--- src/rtl/oau_pkg.sv ---
package oau_pkg;
  typedef enum logic [2:0] {
    MODE_REG   = 3'd0,
    MODE_MEM   = 3'd1,
    MODE_IDX   = 3'd2,
    MODE_IMM   = 3'd3,
    MODE_RIND  = 3'd4,
    MODE_MIND  = 3'd5,
    MODE_XIND  = 3'd6,
    MODE_PCREL = 3'd7
  } mode_e;

  typedef enum logic [1:0] {
    CLS_GEN   = 2'd0,
    CLS_XFER  = 2'd1,
    CLS_STORE = 2'd2,
    CLS_LDA   = 2'd3
  } cls_e;

  typedef enum logic [1:0] {
    ST_IDLE = 2'd0,
    ST_WAIT = 2'd1,
    ST_FIN  = 2'd2
  } state_e;

  typedef struct packed {
    logic capture;
    logic loadRsp;
  } strobe_t;

  function automatic logic modeAllowed(cls_e cls, mode_e m);
    case (cls)
      CLS_XFER:  return !(m == MODE_REG || m == MODE_IMM);
      CLS_STORE: return m != MODE_IMM;
      CLS_LDA:   return m != MODE_REG;
      default:   return 1'b1;
    endcase
  endfunction

  function automatic logic dispUnsignedOnly(mode_e m);
    return (m == MODE_MEM) || (m == MODE_MIND);
  endfunction

  function automatic logic needsMemRead(mode_e m);
    return (m == MODE_MIND) || (m == MODE_XIND);
  endfunction
endpackage

--- src/rtl/oau_datapath.sv ---
module oau_datapath
  import oau_pkg::*;
#(
  parameter int ADDR_W = 15,
  parameter int DATA_W = 16,
  parameter int REG_W  = 4
) (
  input  logic              clk,
  input  logic              rst_n,
  input  strobe_t           strobe,
  input  logic [2:0]        modeIn,
  input  logic [1:0]        clsIn,
  input  logic [REG_W-1:0]  regNum,
  input  logic [DATA_W-1:0] disp,
  input  logic [ADDR_W-1:0] pc,
  input  logic [DATA_W-1:0] regRdData,
  input  logic [DATA_W-1:0] memRspData,
  output logic              needsMem,
  output logic              illegalNow,
  output logic [ADDR_W-1:0] addr,
  output logic              isReg,
  output logic [REG_W-1:0]  regSel,
  output logic              illegal
);
  mode_e modeCur;
  cls_e  clsCur;
  logic [ADDR_W-1:0] dispLow;
  logic [ADDR_W-1:0] regLow;
  logic [ADDR_W-1:0] eaNext;

  logic [ADDR_W-1:0] addrQ;
  logic              isRegQ;
  logic [REG_W-1:0]  regSelQ;
  logic              illegalQ;

  assign modeCur = mode_e'(modeIn);
  assign clsCur  = cls_e'(clsIn);
  assign dispLow = disp[ADDR_W-1:0];
  assign regLow  = regRdData[ADDR_W-1:0];

  always_comb begin
    case (modeCur)
      MODE_MEM, MODE_MIND: eaNext = dispLow;
      MODE_IDX, MODE_XIND: eaNext = regLow + dispLow;
      MODE_IMM:            eaNext = pc - ADDR_W'(1);
      MODE_RIND:           eaNext = regLow;
      MODE_PCREL:          eaNext = pc + dispLow;
      default:             eaNext = '0;
    endcase
  end

  assign needsMem   = needsMemRead(modeCur);
  assign illegalNow = !modeAllowed(clsCur, modeCur) ||
                      (dispUnsignedOnly(modeCur) && disp[DATA_W-1]);

  always_ff @(posedge clk or negedge rst_n) begin
    if (!rst_n) begin
      addrQ    <= '0;
      isRegQ   <= 1'b0;
      regSelQ  <= '0;
      illegalQ <= 1'b0;
    end else if (strobe.capture) begin
      addrQ    <= illegalNow ? '0 : eaNext;
      isRegQ   <= !illegalNow && (modeCur == MODE_REG);
      regSelQ  <= regNum;
      illegalQ <= illegalNow;
    end else if (strobe.loadRsp) begin
      addrQ    <= memRspData[ADDR_W-1:0];
    end
  end

  assign addr    = addrQ;
  assign isReg   = isRegQ;
  assign regSel  = regSelQ;
  assign illegal = illegalQ;
endmodule

--- src/rtl/oau_ctrl.sv ---
module oau_ctrl
  import oau_pkg::*;
(
  input  logic    clk,
  input  logic    rst_n,
  input  logic    start,
  input  logic    needsMem,
  input  logic    illegalNow,
  input  logic    memRspValid,
  output strobe_t strobe,
  output logic    memReqValid,
  output logic    busy,
  output logic    done
);
  state_e state, stateNext;

  always_comb begin
    stateNext      = state;
    strobe.capture = 1'b0;
    strobe.loadRsp = 1'b0;
    case (state)
      ST_IDLE: if (start) begin
        strobe.capture = 1'b1;
        stateNext = (needsMem && !illegalNow) ? ST_WAIT : ST_FIN;
      end
      ST_WAIT: if (memRspValid) begin
        strobe.loadRsp = 1'b1;
        stateNext = ST_FIN;
      end
      ST_FIN:  stateNext = ST_IDLE;
      default: stateNext = ST_IDLE;
    endcase
  end

  always_ff @(posedge clk or negedge rst_n) begin
    if (!rst_n) state <= ST_IDLE;
    else        state <= stateNext;
  end

  assign memReqValid = (state == ST_WAIT);
  assign busy        = (state != ST_IDLE);
  assign done        = (state == ST_FIN);
endmodule

--- src/rtl/operand_addr_unit.sv ---
module operand_addr_unit
  import oau_pkg::*;
#(
  parameter int ADDR_W   = 15,
  parameter int DATA_W   = 16,
  parameter int NUM_REGS = 16,
  localparam int REG_W   = $clog2(NUM_REGS)
) (
  input  logic              clk,
  input  logic              rst_n,
  input  logic              start,
  input  logic [2:0]        mode,
  input  logic [1:0]        opClass,
  input  logic [REG_W-1:0]  regNum,
  input  logic [DATA_W-1:0] disp,
  input  logic [ADDR_W-1:0] pc,
  output logic [REG_W-1:0]  regRdIdx,
  input  logic [DATA_W-1:0] regRdData,
  output logic              memReqValid,
  output logic [ADDR_W-1:0] memReqAddr,
  input  logic              memRspValid,
  input  logic [DATA_W-1:0] memRspData,
  output logic              busy,
  output logic              done,
  output logic              isReg,
  output logic [REG_W-1:0]  regSel,
  output logic [ADDR_W-1:0] addr,
  output logic              illegal
);
  strobe_t strobe;
  logic    needsMem;
  logic    illegalNow;

  assign regRdIdx   = regNum;
  assign memReqAddr = addr;

  oau_ctrl u_ctrl (
    .clk         (clk),
    .rst_n       (rst_n),
    .start       (start),
    .needsMem    (needsMem),
    .illegalNow  (illegalNow),
    .memRspValid (memRspValid),
    .strobe      (strobe),
    .memReqValid (memReqValid),
    .busy        (busy),
    .done        (done)
  );

  oau_datapath #(
    .ADDR_W (ADDR_W),
    .DATA_W (DATA_W),
    .REG_W  (REG_W)
  ) u_dp (
    .clk        (clk),
    .rst_n      (rst_n),
    .strobe     (strobe),
    .modeIn     (mode),
    .clsIn      (opClass),
    .regNum     (regNum),
    .disp       (disp),
    .pc         (pc),
    .regRdData  (regRdData),
    .memRspData (memRspData),
    .needsMem   (needsMem),
    .illegalNow (illegalNow),
    .addr       (addr),
    .isReg      (isReg),
    .regSel     (regSel),
    .illegal    (illegal)
  );
endmodule

--- config.mk ---
export PLATFORM = sky130hd
export DESIGN_NAME = operand_addr_unit
export DESIGN_NICKNAME = d
export VERILOG_FILES = /design/src/rtl/oau_pkg.sv /design/src/rtl/oau_datapath.sv /design/src/rtl/oau_ctrl.sv /design/src/rtl/operand_addr_unit.sv
export SDC_FILE = /design/constraint.sdc
export NUM_CORES = 1
export LEC_CHECK = 0
export ABC_AREA = 1
export BUFFER_PORTS_ARGS = -buffer_cell sky130_fd_sc_hd__buf_2
export CORE_MARGIN = 3
export CORE_UTILIZATION = 45
export DETAILED_ROUTE_END_ITERATION = 7
export GPL_TIMING_DRIVEN = 0
export PLACE_DENSITY = 0.78
export SYNTH_ARGS = -nofsm -noshare
export SYNTH_HDL_FRONTEND = slang
export SYNTH_SLANG_ARGS = --single-unit
--- constraint.sdc ---
create_clock -name clk -period 1.25 [get_ports clk]
set_input_delay 0.125 -clock clk [delete_from_list [all_inputs] [get_ports clk]]
set_output_delay 0.125 -clock clk [all_outputs]
set_load 0.1 [all_outputs]
# Yosys cells after proc, flatten, opt, wreduce, memory -nomap -nowiden
# Index checks and enable logic that the tools add are counted.
dict set report word_totals {
  reg_bits 23
  in_bits 76
}
dict set report classes {
  n_addsub 3
  n_eq_ne 15
  n_mux 13
  reduce_logical 18
}
# operator count
set ops {}
lappend ops {{$pmux 15 s5} 1}
lappend ops {{$mux 15} 3}
lappend ops {{$add 15x15->15} 2}
lappend ops {{$sub 15x1->15 const B} 1}
lappend ops {{$eq 3x3->1 const B} 4}
lappend ops {{$eq 2x2->1 const B} 3}
lappend ops {{$eq 3x2->1 const B} 2}
lappend ops {{$mux 2} 3}
lappend ops {{$eq 2x1->1 const B} 2}
lappend ops {{$logic_or 1x1->1} 4}
lappend ops {{$mux 1} 4}
lappend ops {{$pmux 2 s2} 1}
lappend ops {{$reduce_bool 2->1} 2}
lappend ops {{$reduce_or 2->1} 2}
lappend ops {{$eq 3x1->1 const B} 1}
lappend ops {{$logic_and 1x1->1} 3}
lappend ops {{$logic_not 1->1} 3}
lappend ops {{$logic_not 3->1} 1}
lappend ops {{$ne 3x2->1 const B} 1}
lappend ops {{$pmux 1 s3} 1}
lappend ops {{$reduce_bool 3->1} 1}
lappend ops {{$logic_not 2->1} 1}
lappend ops {{$ne 2x1->1 const B} 1}
lappend ops {{$ne 2x2->1 const B} 1}
lappend ops {{$reduce_and 2->1} 1}

# Logic depth before layout (Yosys ltp)
# Gate-level depths: netlist of run 1.
dict set report logic_depth {
  depth_word 11
  depth_mapped 17
}

# Modules after synthesis
# A second synthesis of run 1 with hierarchy kept.
dict set report unflattened {
  cells_unflattened 546
  hier_area_um2 3119.2
}
# mod instances cells_each area_per_inst_um2
set by_module_without_submodules {}
lappend by_module_without_submodules {oau_datapath 1 505 2841.5}
lappend by_module_without_submodules {operand_addr_unit 1 19 142.6}
lappend by_module_without_submodules {oau_ctrl 1 22 135.1}

# Worst setup path before layout of run 1
# No wires, ideal clock.
dict set report synth_path {
  kind {reg-to-reg}
  from {reg u_ctrl.state[1]}
  to {reg u_dp.addrQ[5] (netlist: u_dp.addr[5])}
  arrival_time_ps 2028
  setup_slack_ps -853
  path_stages_with_launch 9
  path_buffers 1
  cell_sequence {dfrtp_1 > inv_1 > nand2_1 > inv_1 > nand2_1 > nand2_1 > clkbuf_1 > nor2_1 > a21oi_2}
}
dict set report synth_via {
  elab_chain_len 3
  word_cells_on_any_way 6
  classes_between {eq/ne (1); mux (3); reduce/logical (2)}
}
# element line_no
set synth_lines {}
lappend synth_lines {{start, declared} oau_ctrl.sv:15} ;# state_e state, stateNext;
lappend synth_lines {{start signal, assigned} oau_ctrl.sv:37} ;# else state <= stateNext;
lappend synth_lines {{$eq 2x1->1} n/a}
lappend synth_lines {{named net memReqValid} operand_addr_unit.sv:19} ;# output logic memReqValid,
lappend synth_lines {{$mux 1} oau_ctrl.sv:21} ;# case (state)
lappend synth_lines {{$reduce_bool 2->1 (no source line)} n/a}
lappend synth_lines {{end signal, assigned} oau_datapath.sv:63} ;# addrQ <= illegalNow ? '0 : eaNext;
lappend synth_lines {{end signal, assigned} oau_datapath.sv:68} ;# addrQ <= memRspData[ADDR_W-1:0];
lappend synth_lines {{end, declared} oau_datapath.sv:31} ;# logic [ADDR_W-1:0] addrQ;
# The timed path passes the listed nets, and every way through them passes these cells.
# A chain may end at the register's enable or synchronous reset.

# Final worst setup path of run 1
dict set report layout_path {
  from {in mode[1]}
  to {reg u_dp.addrQ[12] (netlist: u_dp.addr[12])}
}
dict set report layout_via {
  elab_chain_len 8
  word_cells_on_any_way 22
  classes_between {eq/ne (8); mux (4); reduce/logical (10)}
}
# element line_no
set layout_lines {}
lappend layout_lines {{start, declared} operand_addr_unit.sv:12} ;# input logic [2:0] mode,
lappend layout_lines {{$eq 3x2->1 or $logic_not 3->1 (tied branches)} {oau_pkg.sv:33, oau_datapath.sv:42}}
lappend layout_lines {{$logic_or 1x1->1} oau_pkg.sv:33} ;# CLS_XFER: return !(m == MODE_REG || m == MODE_IMM);
lappend layout_lines {{$logic_not 1->1} oau_pkg.sv:33}
lappend layout_lines {{$pmux 1 s3} oau_pkg.sv:32} ;# case (cls)
lappend layout_lines {{$logic_not 1->1} oau_datapath.sv:53} ;# assign illegalNow = !modeAllowed(clsCur, modeCur) ||
lappend layout_lines {{$logic_or 1x1->1} oau_datapath.sv:53}
lappend layout_lines {{$mux 15 (*)} oau_datapath.sv:63}
lappend layout_lines {{$mux 15 (*)} oau_datapath.sv:62} ;# end else if (strobe.capture) begin
# Mark *: on every way between the ends. The rest lies on a longest branch, timed or not.

==> run summary, run 1 <==
syn nets: 625
dpl hpwl: 8386 um
Slew Viols, Final: 0
Num CTS Buffers: 3
via/cell ratio: 5.509
CP Data Required Time: 1.45 ns
adder-cell share of the synthesized area: 7.812%
root buffer cell: clkbuf_8
outcome: complete, but fails checks
clk_lat worst skew: 0.27 ns
Vias: 4220
RSZ-0062 raised after global routing: yes
Max H-tree Level: 1
final setup fails: 18
CTS tree: yes
Yosys top cell area share: 22.55%
fmax: 531.6 MHz
Syn Std Cell Area: 2979 um^2
Worst Tran Pin Value: 0.5507 ns
global placement routability congestion: 0.9445
initial antenna violation count: 0
Max clock buf depth: 2
Compound-Gate Fraction of Synth Area: 14.45%
Fin. Hold Viols: 0
failing checks: DRC, setup timing
Pwr Density: 1514 nW/um^2
die area: 7633 um^2
sequential fraction of the synthesis area: 19.32%
post-route setup TNS: -7.960 ns
Syn Inst Count: 531
CP Max Fanout: 6
leakage power total: 2.489 nW
Avg WL per Cell: 15.85 um
largest net degree at the start of global routing: 24
worst min-delay path class: in -> reg
critical path launch point: mode[1]
Final Skew: 0.004446 ns
Tot GR Track Use: 28.33%
Final #Nets: 784
Reg clk slew, reported paths: 0.09 ns
largest area contributor in the netlist: nand2_1
io pins: 119
Startpoint Class: input pin
number of fillers in the final layout: 511
Routed Antenna Nets: 0
Overflow after GRT: 0
die height: 87.37 um
DRT Pass-1 Iters: 8
vias in the first global route: 3662
largest family of logic cells by synthesized area: simple AND/OR/NAND/NOR gates
hold slack: 0.06679 ns
Worst Path Arrival: 2.08 ns
flip-flop and latch area: 594.3 um^2
row cnt: 29
global-route wire length before repair: 17050 um
#FFs+latches synth: 23
post-synthesis simple-gate area fraction: 42.46%
Core Area: 6386 um^2
multiplexer share of the synthesized area: 0%
clock sinks: 23
xor and xnor area share after synthesis: 0%
Netlist cell types: 27
HP Start: regNum[1]
Area Overhead vs Synth: 56.32%
Setup crit end kind: flop
Iter 0 DRT Violations: 310
Starting Density: 46.65%
antenna cell count: 0
chip width: 87.37 um
Synth Area per Inst: 5.610 um^2
Slew headroom: 63.29%
layout cells sized above 1: 44.12%
Area contributors post-synth: nand2_1 23%, dfrtp_1 19%, inv_1 9.2%
area of the multi-input gates: 2356 um^2
Yosys warnings: 0
fin worst setup slack: -0.6310 ns
Final period util: 150.5%
fin crit period: 1.881 ns
worst reg2reg startpoint: u_ctrl.state[0]
final wirelength: 12140 um
max cap viols: 0
Max rail drop VDD: 2212 uV
# DRC: 2
WS Path Type: in -> reg
port bufs: 116
per-layer routing:
metal	track usage, %	vias to the layer above	share of wire, %
met2	47.40	249	49
met5	0	-	0
met4	7.252	0	2.8
li1	-	1991	-
met3	5.109	46	9.7
met1	37.43	1934	38
synthesized netlist by cell type:
cell type / n
buf_2: 2
nand3_1: 48
buf_4: 19
nand3b_1: 3
inv_1: 73
o21a_1: 1
o22ai_1: 2
or2_2: 5
a21oi_2: 1
and2_1: 2
a22o_1: 3
a31oi_2: 1
nor3_1: 3
buf_6: 1
nand4_1: 7
clkbuf_1: 8
a21oi_1: 27
ha_1: 17
a22oi_1: 1
o21ai_0: 44
nor2_1: 56
nand2_2: 1
nand2_1: 179
inv_2: 2
nor2_4: 1
dfrtp_1: 23
fa_1: 1
metrics by stage:
stage | setup WS (ns) | cell area [um^2] | instances | util (%) | power (mW)
finish | -0.6310 | 4657 | 766 | 72.92 | 7.050
global route | -0.7409 | 4657 | 766 | 72.92 | 7.321
CTS | -0.5804 | 4300 | 748 | 67.34 | 6.682
detailed placement | -1.029 | 3795 | 724 | 59.42 | 5.823
global placement | -0.9832 | 3795 | 724 | 59.42 | 5.767
floorplan | -0.4808 | 3118 | 531 | - | 4.998
cell usage in the layout, fill, tap and decap left out, types with 7 or more instances in the layout:
master   count
ha_1        13
nor2_4       7
nand3_1     37
inv_1       63
a21oi_1     16
buf_4       66
o21ai_1     12
buf_2       95
a21oi_2     10
o21ai_0     23
nand4_1      7
nor2_1      45
o21ai_2      8
nand3_2      7
dfrtp_1      8
nand2_1    145
nand2_2     28
dfrtp_2     15
inv_2        9
repair_timing:
action	4_1_cts	5_1_grt
hold buffers	1	0
hold endpoints to repair	23	0
pin swaps	51	49
endpoints found under the setup margin	41	26
resized for setup	96	69
buffers inserted	17	18
gates cloned	3	0
worst paths after layout:
kind / end / slack [ns] / depth (start not counted)
setup / recovery: u_dp.addr[12] / -0.63 / 14
hold / removal: u_dp.regSel[1] / 0.07 / 3
setup reg to reg: u_dp.addr[7] / -0.24 / 8
hold reg to reg: u_dp.regSel[0] / 0.48 / 2
max in group asynchronous: u_ctrl.state[0] / 0.46 / 2
min in group asynchronous: u_dp.addr[14] / 0.39 / 2
report_power, final:
group | total, mW | leakage, nW | switching, mW | internal [mW]
Clock | 0.476 | 0.0255 | 0.253 | 0.223
Combinational | 5.44 | 2.20 | 4.06 | 1.38
Sequential | 1.14 | 0.264 | 0.166 | 0.970
Total | 7.05 | 2.49 | 4.48 | 2.57
sequential cells by signal, summed over array words and instances (netlist names):
signal,flops
u_ctrl.state,2
u_dp.addr,15
u_dp.illegal,1
u_dp.isReg,1
u_dp.regSel,4
critical path, cell delays in order:
cell       delay [ns]
buf_8            0.10
nand3_4          0.14
clkbuf_16        0.21
nand2_1          0.05
o21ai_0          0.08
ha_1             0.36
nand2_1          0.17
nor2_1           0.27
nand2_1          0.13
nand4_1          0.11
nand3_1          0.08
nand2_1          0.08
nand2_1          0.05
a21oi_1          0.12
final cells by class:
type                            count  area share (%)
Multi-Input combinational cell    403           50.59
Timing Repair Buffer              155           22.00
Sequential cell                    23           12.76
Inverter                           75           6.233
Buffer                             29           5.347
Tap cell                           77           2.069
Clock buffer                        3          0.8866
Clock inverter                      1          0.1075
cells by family after synthesis:
logic type | Yosys count
buf+inv | 105
fa+ha+maj | 18
flops | 23
compound gates | 80
simple gates | 305
(Power assumes the default switching activity.)
==> run 2: changes to the inputs <==
--- a/config.mk
+++ b/config.mk
@@ -12,6 +12,7 @@
 export DETAILED_ROUTE_END_ITERATION = 7
 export GPL_TIMING_DRIVEN = 0
 export PLACE_DENSITY = 0.78
+export REMOVE_ABC_BUFFERS = 1
 export SYNTH_ARGS = -nofsm -noshare
 export SYNTH_HDL_FRONTEND = slang
 export SYNTH_SLANG_ARGS = --single-unit
==> run summary, run 2 (synthesis gave the netlist of run 1 again) <==
outcome: complete, but fails checks
failing checks: setup timing
via/cell ratio: 5.545 (+0.65%)
post-route setup TNS: -6.176 ns (+1.783 ns)
CTS tree: yes
Max rail drop VDD: 2561 uV (+16%)
worst reg2reg startpoint: u_ctrl.state[1]
slowest stage delay, CP: 0.37 ns (about the same)
Fin. Hold Viols: 0 (unchanged)
Slew headroom: 58.79% (-4.5 points)
die height: 87.37 um (unchanged)
initial antenna violation count: 0 (unchanged)
fmax: 564.6 MHz (+6.2%)
dpl ws: -1.783 ns (-0.7535 ns)
sequential fraction of design power: 16.6% (+0.5 points)
R2R depth: 8 (unchanged)
Startpoint Class: input pin
Avg WL per Cell: 15.79 um (-0.38%)
fin worst setup slack: -0.5212 ns (+0.1098 ns)
Overall Power: 6.605 mW (-6.3%)
global placement routability congestion: 0.9548 (+1.1%)
fin crit period: 1.771 ns (-0.1098 ns)
vias in the first global route: 3493 (-4.6%)
Routed Antenna Nets: 0 (unchanged)
clock sinks: 23 (unchanged)
Worst Path Arrival: 1.98 ns (-0.10 ns)
die area: 7633 um^2 (unchanged)
Cell Chain, Critical Path: buf_12, nand3_4, o21ai_2, ha_2, inv_2, fa_2, inv_2, nand3_2, nand3_4, or2_4, nand3_2, nand4_1, nand2_1, a21oi_2
Vias: 4009 (-5.0%)
max cap viols: 0 (unchanged)
layout cells sized above 1: 38.70% (-5.4 points)
Core Area: 6386 um^2 (unchanged)
hold endpoint: u_dp.regSel[1]
worst min-delay path class: in -> reg
Max H-tree Level: 1 (unchanged)
final wirelength: 11420 um (-6.0%)
antenna cell count: 0 (unchanged)
commonest non-fill, non-tap cell in the layout: nand2_1
Sw Ratio: 66.22% (+2.7 points)
dpl cell area: 3462 um^2 (-8.8%)
clk_lat worst skew: 0.27 ns (about the same)
Worst Tran Pin Value: 0.6117 ns (+0.06094 ns)
Overflow after GRT: 0 (unchanged)
Int Pwr: 2.231 mW (-13%)
max FFs per register: 15 (unchanged)
Worst Path Buf+Inv: 3 (+1)
Final Skew: 0.004941 ns (+0.0004953 ns)
slowest stage cell, crit path: fa_2
Final #Nets: 741 (-5.5%)
dpl cells: 694 (-4.1%)
most frequent cells in the layout: 144 x nand2_1, 102 x buf_2, 65 x inv_1
HP Start: regNum[1]
largest net degree at the start of global routing: 24 (unchanged)
part of the power in the clock network: 7.3% (+0.6 points)
io pins: 119 (unchanged)
top cell family by delay on the critical path: simple AND/OR/NAND/NOR gates
Max clock buf depth: 2 (unchanged)
R2R Path End: u_dp.addr[10]
global-route wire length before repair: 16170 um (-5.1%)
Pwr Density: 1540 nW/um^2 (+1.7%)
Setup crit end kind: flop
DRT Pass-1 Iters: 5 (-3)
CP Max Fanout: 7 (+1)
WS Path Type: in -> reg
# DRC: 0 (-2)
Tot GR Track Use: 26.61% (-1.7 points)
CP Data Required Time: 1.46 ns (about the same)
Num CTS Buffers: 3 (unchanged)
Iter 0 DRT Violations: 308 (-0.65%)
leakage power total: 2.273 nW (-8.7%)
internal reg-to-reg setup slack: -0.27 ns (-0.03 ns)
Hold Path Cell Cnt: 3 (unchanged)
Final period util: 141.7% (-8.8 points)
port bufs: 116 (unchanged)
Reg clk slew, reported paths: 0.09 ns (about the same)
dpl hpwl: 7664 um (-8.6%)
Finished Layout Cells: 723 (-5.6%)
cell area after layout: 4288 um^2 (-7.9%)
row cnt: 29 (unchanged)
Slew Viols, Final: 0 (unchanged)
root buffer cell: clkbuf_8
final setup fails: 18 (unchanged)
Starting Density: 46.65% (unchanged)
WP depth: 14 (unchanged)
switching pwr: 4.373 mW (-2.4%)
RSZ-0062 raised after global routing: yes
Area Overhead vs Synth: 43.93%
chip width: 87.37 um (unchanged)
Gate power share: 76.1% (-1.0 points)
-- run 2: stage by stage --
stage	hold WS [ns]	utilization (%)
floorplan	-0.1706	-
global placement	0.1245	54.21
detailed placement	0.1354	54.21
CTS	0.05500	61.17
global route	0.06286	67.14
finish	0.05657	67.14
-- run 2: how the worst max path moves through the flow --
| stage | from | end | slack [ns] |
|---|---|---|---|
| floorplan | mode[2] | u_dp.addr[12] | -0.94 |
| global placement | mode[2] | u_dp.addr[12] | -1.71 |
| detailed placement | mode[2] | u_dp.addr[12] | -1.78 |
| CTS | mode[1] | u_dp.addr[10] | -0.43 |
| global route | mode[0] | u_dp.addr[12] | -0.58 |
| finish | mode[0] | u_dp.addr[4] | -0.52 |
-- run 2: cell type report --
type	count	area (um^2)
clock buffers	4	45.04
fillers	547	2098
inverters	75	299.0
multi-input cells	407	2399
flip-flops and latches	23	575.6
well taps	77	96.34
repair buffers	137	873.3
-- run 2: tightest hold or removal path, delay by kind of cell --
family	cells	cell delay (ns)
buffers and inverters	1	0.08
AND/OR/NAND/NOR	2	0.09
-- run 2: power groups by stage --
| stage | clock network, mW | logic (mW) | registers [mW] |
|---|---|---|---|
| after CTS | 0.485 | 4.66 | 1.09 |
| after detailed placement | 0 | 4.36 | 1.10 |
| after floorplan | 0 | 0.976 | 3.61 |
| final | 0.480 | 5.03 | 1.10 |
| after global routing | 0.506 | 5.25 | 1.12 |
| after global placement | 0 | 4.33 | 1.09 |
-- run 2: repair_timing --
action / 4_1_cts / 5_1_grt
gates resized for setup: 93 / 87
hold buffers: 1 / 0
setup buffers: 11 / 9
setup endpoints to repair: 26 / 30
pin swaps: 39 / 43
endpoints found under the hold margin: 23 / 0
gates cloned: 2 / 2
-- run 2: routing by layer --
| layer | vias up | track usage [%] | share of wire (%) |
|---|---|---|---|
| li1 | 1914 | - | - |
| met1 | 1850 | 34.55 | 39 |
| met2 | 221 | 47.05 | 49 |
| met3 | 24 | 3.500 | 9.9 |
| met4 | 0 | 5.160 | 1.8 |
| met5 | - | 0 | 0 |
==> run 3: changes to the inputs <==
--- a/config.mk
+++ b/config.mk
@@ -6,12 +6,12 @@
 export NUM_CORES = 1
 export LEC_CHECK = 0
 export ABC_AREA = 1
-export BUFFER_PORTS_ARGS = -buffer_cell sky130_fd_sc_hd__buf_2
 export CORE_MARGIN = 3
-export CORE_UTILIZATION = 45
+export CORE_UTILIZATION = 60
 export DETAILED_ROUTE_END_ITERATION = 7
+export DONT_BUFFER_PORTS = 1
 export GPL_TIMING_DRIVEN = 0
-export PLACE_DENSITY = 0.78
+export PLACE_DENSITY = 0.76
 export REMOVE_ABC_BUFFERS = 1
 export SYNTH_ARGS = -nofsm -noshare
 export SYNTH_HDL_FRONTEND = slang
==> constraint.sdc (replaced) <==
create_clock -name clk -period 1.7 [get_ports clk]
set_input_delay 0.17 -clock clk [delete_from_list [all_inputs] [get_ports clk]]
set_output_delay 0.17 -clock clk [all_outputs]
set_load 0.1 [all_outputs]
==> run summary, run 3 (synthesis gave the netlist of run 1 again) <==
die area: 5847 um^2 (-23%)
CP Data Required Time: 1.89 ns (+0.43 ns)
via/cell ratio: 5.774 (+4.1%)
dpl cell area: 2890 um^2 (-17%)
Setup crit end kind: flop
Avg WL per Cell: 15.65 um (-0.91%)
Tot GR Track Use: 30.14% (+3.5 points)
Vias: 3401 (-15%)
switching pwr: 2.921 mW (-33%)
row cnt: 25 (-14%)
CP Max Fanout: 5 (-2)
slowest stage cell, crit path: clkinvlp_4
clock sinks: 23 (unchanged)
post-route setup TNS: -0.9017 ns (+5.275 ns)
most frequent cells in the layout: 168 x nand2_1, 68 x inv_1, 41 x nor2_1
WS Path Type: reg -> reg
global placement routability congestion: 0.8967 (-6.1%)
failing checks: setup timing
final wirelength: 9216 um (-19%)
root buffer cell: clkbuf_8
global-route wire length before repair: 14320 um (-11%)
Max clock buf depth: 2 (unchanged)
max cap viols: 0 (unchanged)
Reg clk slew, reported paths: 0.08 ns (about the same)
HP Start: regNum[1]
fin crit period: 1.778 ns
initial antenna violation count: 0 (unchanged)
Area Overhead vs Synth: 13.23%
outcome: complete, but fails checks
Final Skew: 0.007298 ns (+0.002357 ns)
cell area after layout: 3373 um^2 (-21%)
# DRC: 0 (unchanged)
layout cells sized above 1: 20.50% (-18 points)
Pwr Density: 1231 nW/um^2 (-20%)
clk_lat worst skew: 0.26 ns (about the same)
chip width: 76.47 um (-12%)
dpl hpwl: 6583 um (-14%)
Cell Chain, Critical Path: inv_2, nand2_4, clkinvlp_4, nand2_8, buf_6, o21ai_1, a21oi_2
vias in the first global route: 3067 (-12%)
Final #Nets: 617 (-17%)
final setup fails: 17 (-1)
part of the power in the clock network: 8.1% (+0.8 points)
Slew headroom: 26.29% (-32 points)
io pins: 119 (unchanged)
Core Area: 4755 um^2 (-26%)
Iter 0 DRT Violations: 320 (+3.9%)
fmax: 562.4 MHz
number of fillers in the final layout: 423 (-23%)
Startpoint Class: flop
Worst Tran Pin Value: 1.104 ns (+0.4927 ns)
critical path launch point: u_ctrl.state[1]
Sw Ratio: 70.35% (+4.1 points)
hold slack: 0.01548 ns (-0.04109 ns)
fin worst setup slack: -0.07798 ns (+0.4432 ns)
Worst Path Arrival: 1.97 ns (about the same)
largest net degree at the start of global routing: 24 (unchanged)
Max H-tree Level: 1 (unchanged)
Gate power share: 26.4% (-50 points)
dpl ws: -1.098 ns (+0.6848 ns)
Int Pwr: 1.231 mW (-45%)
Starting Density: 62.66% (+16 points)
Fin. Hold Viols: 0 (unchanged)
CTS tree: yes
worst reg2reg startpoint: u_ctrl.state[1]
Overflow after GRT: 0 (unchanged)
sequential fraction of design power: 65.4% (+49 points)
port bufs: 0 (-100%)
Num CTS Buffers: 3 (unchanged)
die height: 76.47 um (-12%)
commonest non-fill, non-tap cell in the layout: nand2_1
Routed Antenna Nets: 0 (unchanged)
leakage power total: 1.687 nW (-26%)
DRT Pass-1 Iters: 6 (+1)
worst min-delay path class: in -> reg
Slew Viols, Final: 0 (unchanged)
Final period util: 104.6%
Max rail drop VDD: 1321 uV (-48%)
RSZ-0062 raised after global routing: yes
antenna cell count: 0 (unchanged)
max FFs per register: 15 (unchanged)
slowest stage delay, CP: 0.47 ns (+0.10 ns)
## run 3: cell types whose count changed in the layout (fill, tap and decap cells not counted), sizes merged
cell | before | now
buf | 128 | 12
clkbuf | 12 | 4
clkinvlp | 0 | 1
dlygate4sd3 | 1 | 2
inv | 75 | 74
nand2 | 182 | 181
## run 3: layout make-up
type	count	area, um^2	share of cell area (%)
clock buffers	4	45.04	1.335
well taps	67	83.83	2.485
repair buffers	14	132.6	3.932
flip-flops and latches	23	595.6	17.66
inverters	75	287.8	8.531
multi-input cells	406	2228	66.06
## run 3: what timing repair did
action,4_1_cts,5_1_grt
gates cloned,3,1
pin swaps,21,27
endpoints found under the hold margin,24,0
buffers inserted,4,7
hold buffers,2,0
endpoints found under the setup margin,16,17
resized for setup,57,52
## run 3: path summary, 6_finish.rpt
kind	cells past startpoint	to	slack, ns
worst max-delay path	7	u_dp.addr[12]	-0.08
worst min-delay path	2	u_dp.regSel[1]	0.02
worst max register to register	7	u_dp.addr[12]	-0.08
worst min register to register	2	u_ctrl.state[1]	0.62
max in group asynchronous	1	u_dp.addr[1]	0.49
min in group asynchronous	1	u_dp.addr[7]	0.52
## run 3: layer usage
| metal | vias to the layer above | GRT usage [%] | share of wire, % |
|---|---|---|---|
| li1 | 1660 | - | - |
| met1 | 1520 | 38.25 | 38 |
| met2 | 198 | 49.74 | 47 |
| met3 | 23 | 10.17 | 13 |
| met4 | 0 | 6.522 | 2.1 |
| met5 | - | 0 | 0 |
## run 3: critical path: cells and delay by family (launching register included)
| family | cells | cell delay [ns] |
|---|---|---|
| buffers and inverters | 3 | 0.70 |
| AO/OA/AOI/OAI | 2 | 0.22 |
| AND/OR/NAND/NOR | 2 | 0.35 |
| flip-flops | 1 | 0.42 |
## run 3: power groups by stage
stage               logic [mW]  registers (mW)  clock network [mW]
floorplan                0.718            2.65                   0
global route              1.23            2.74               0.366
global placement         0.853            2.68                   0
detailed placement       0.872            2.71                   0
CTS                      0.968            2.71               0.335
finish                    1.10            2.72               0.338
## run 3: through the flow
stage	cells	util, %	power [mW]
floorplan	501	-	3.369
global placement	568	60.34	3.535
detailed placement	568	60.79	3.586
CTS	581	65.97	4.011
global route	589	70.95	4.333
finish	589	70.95	4.152
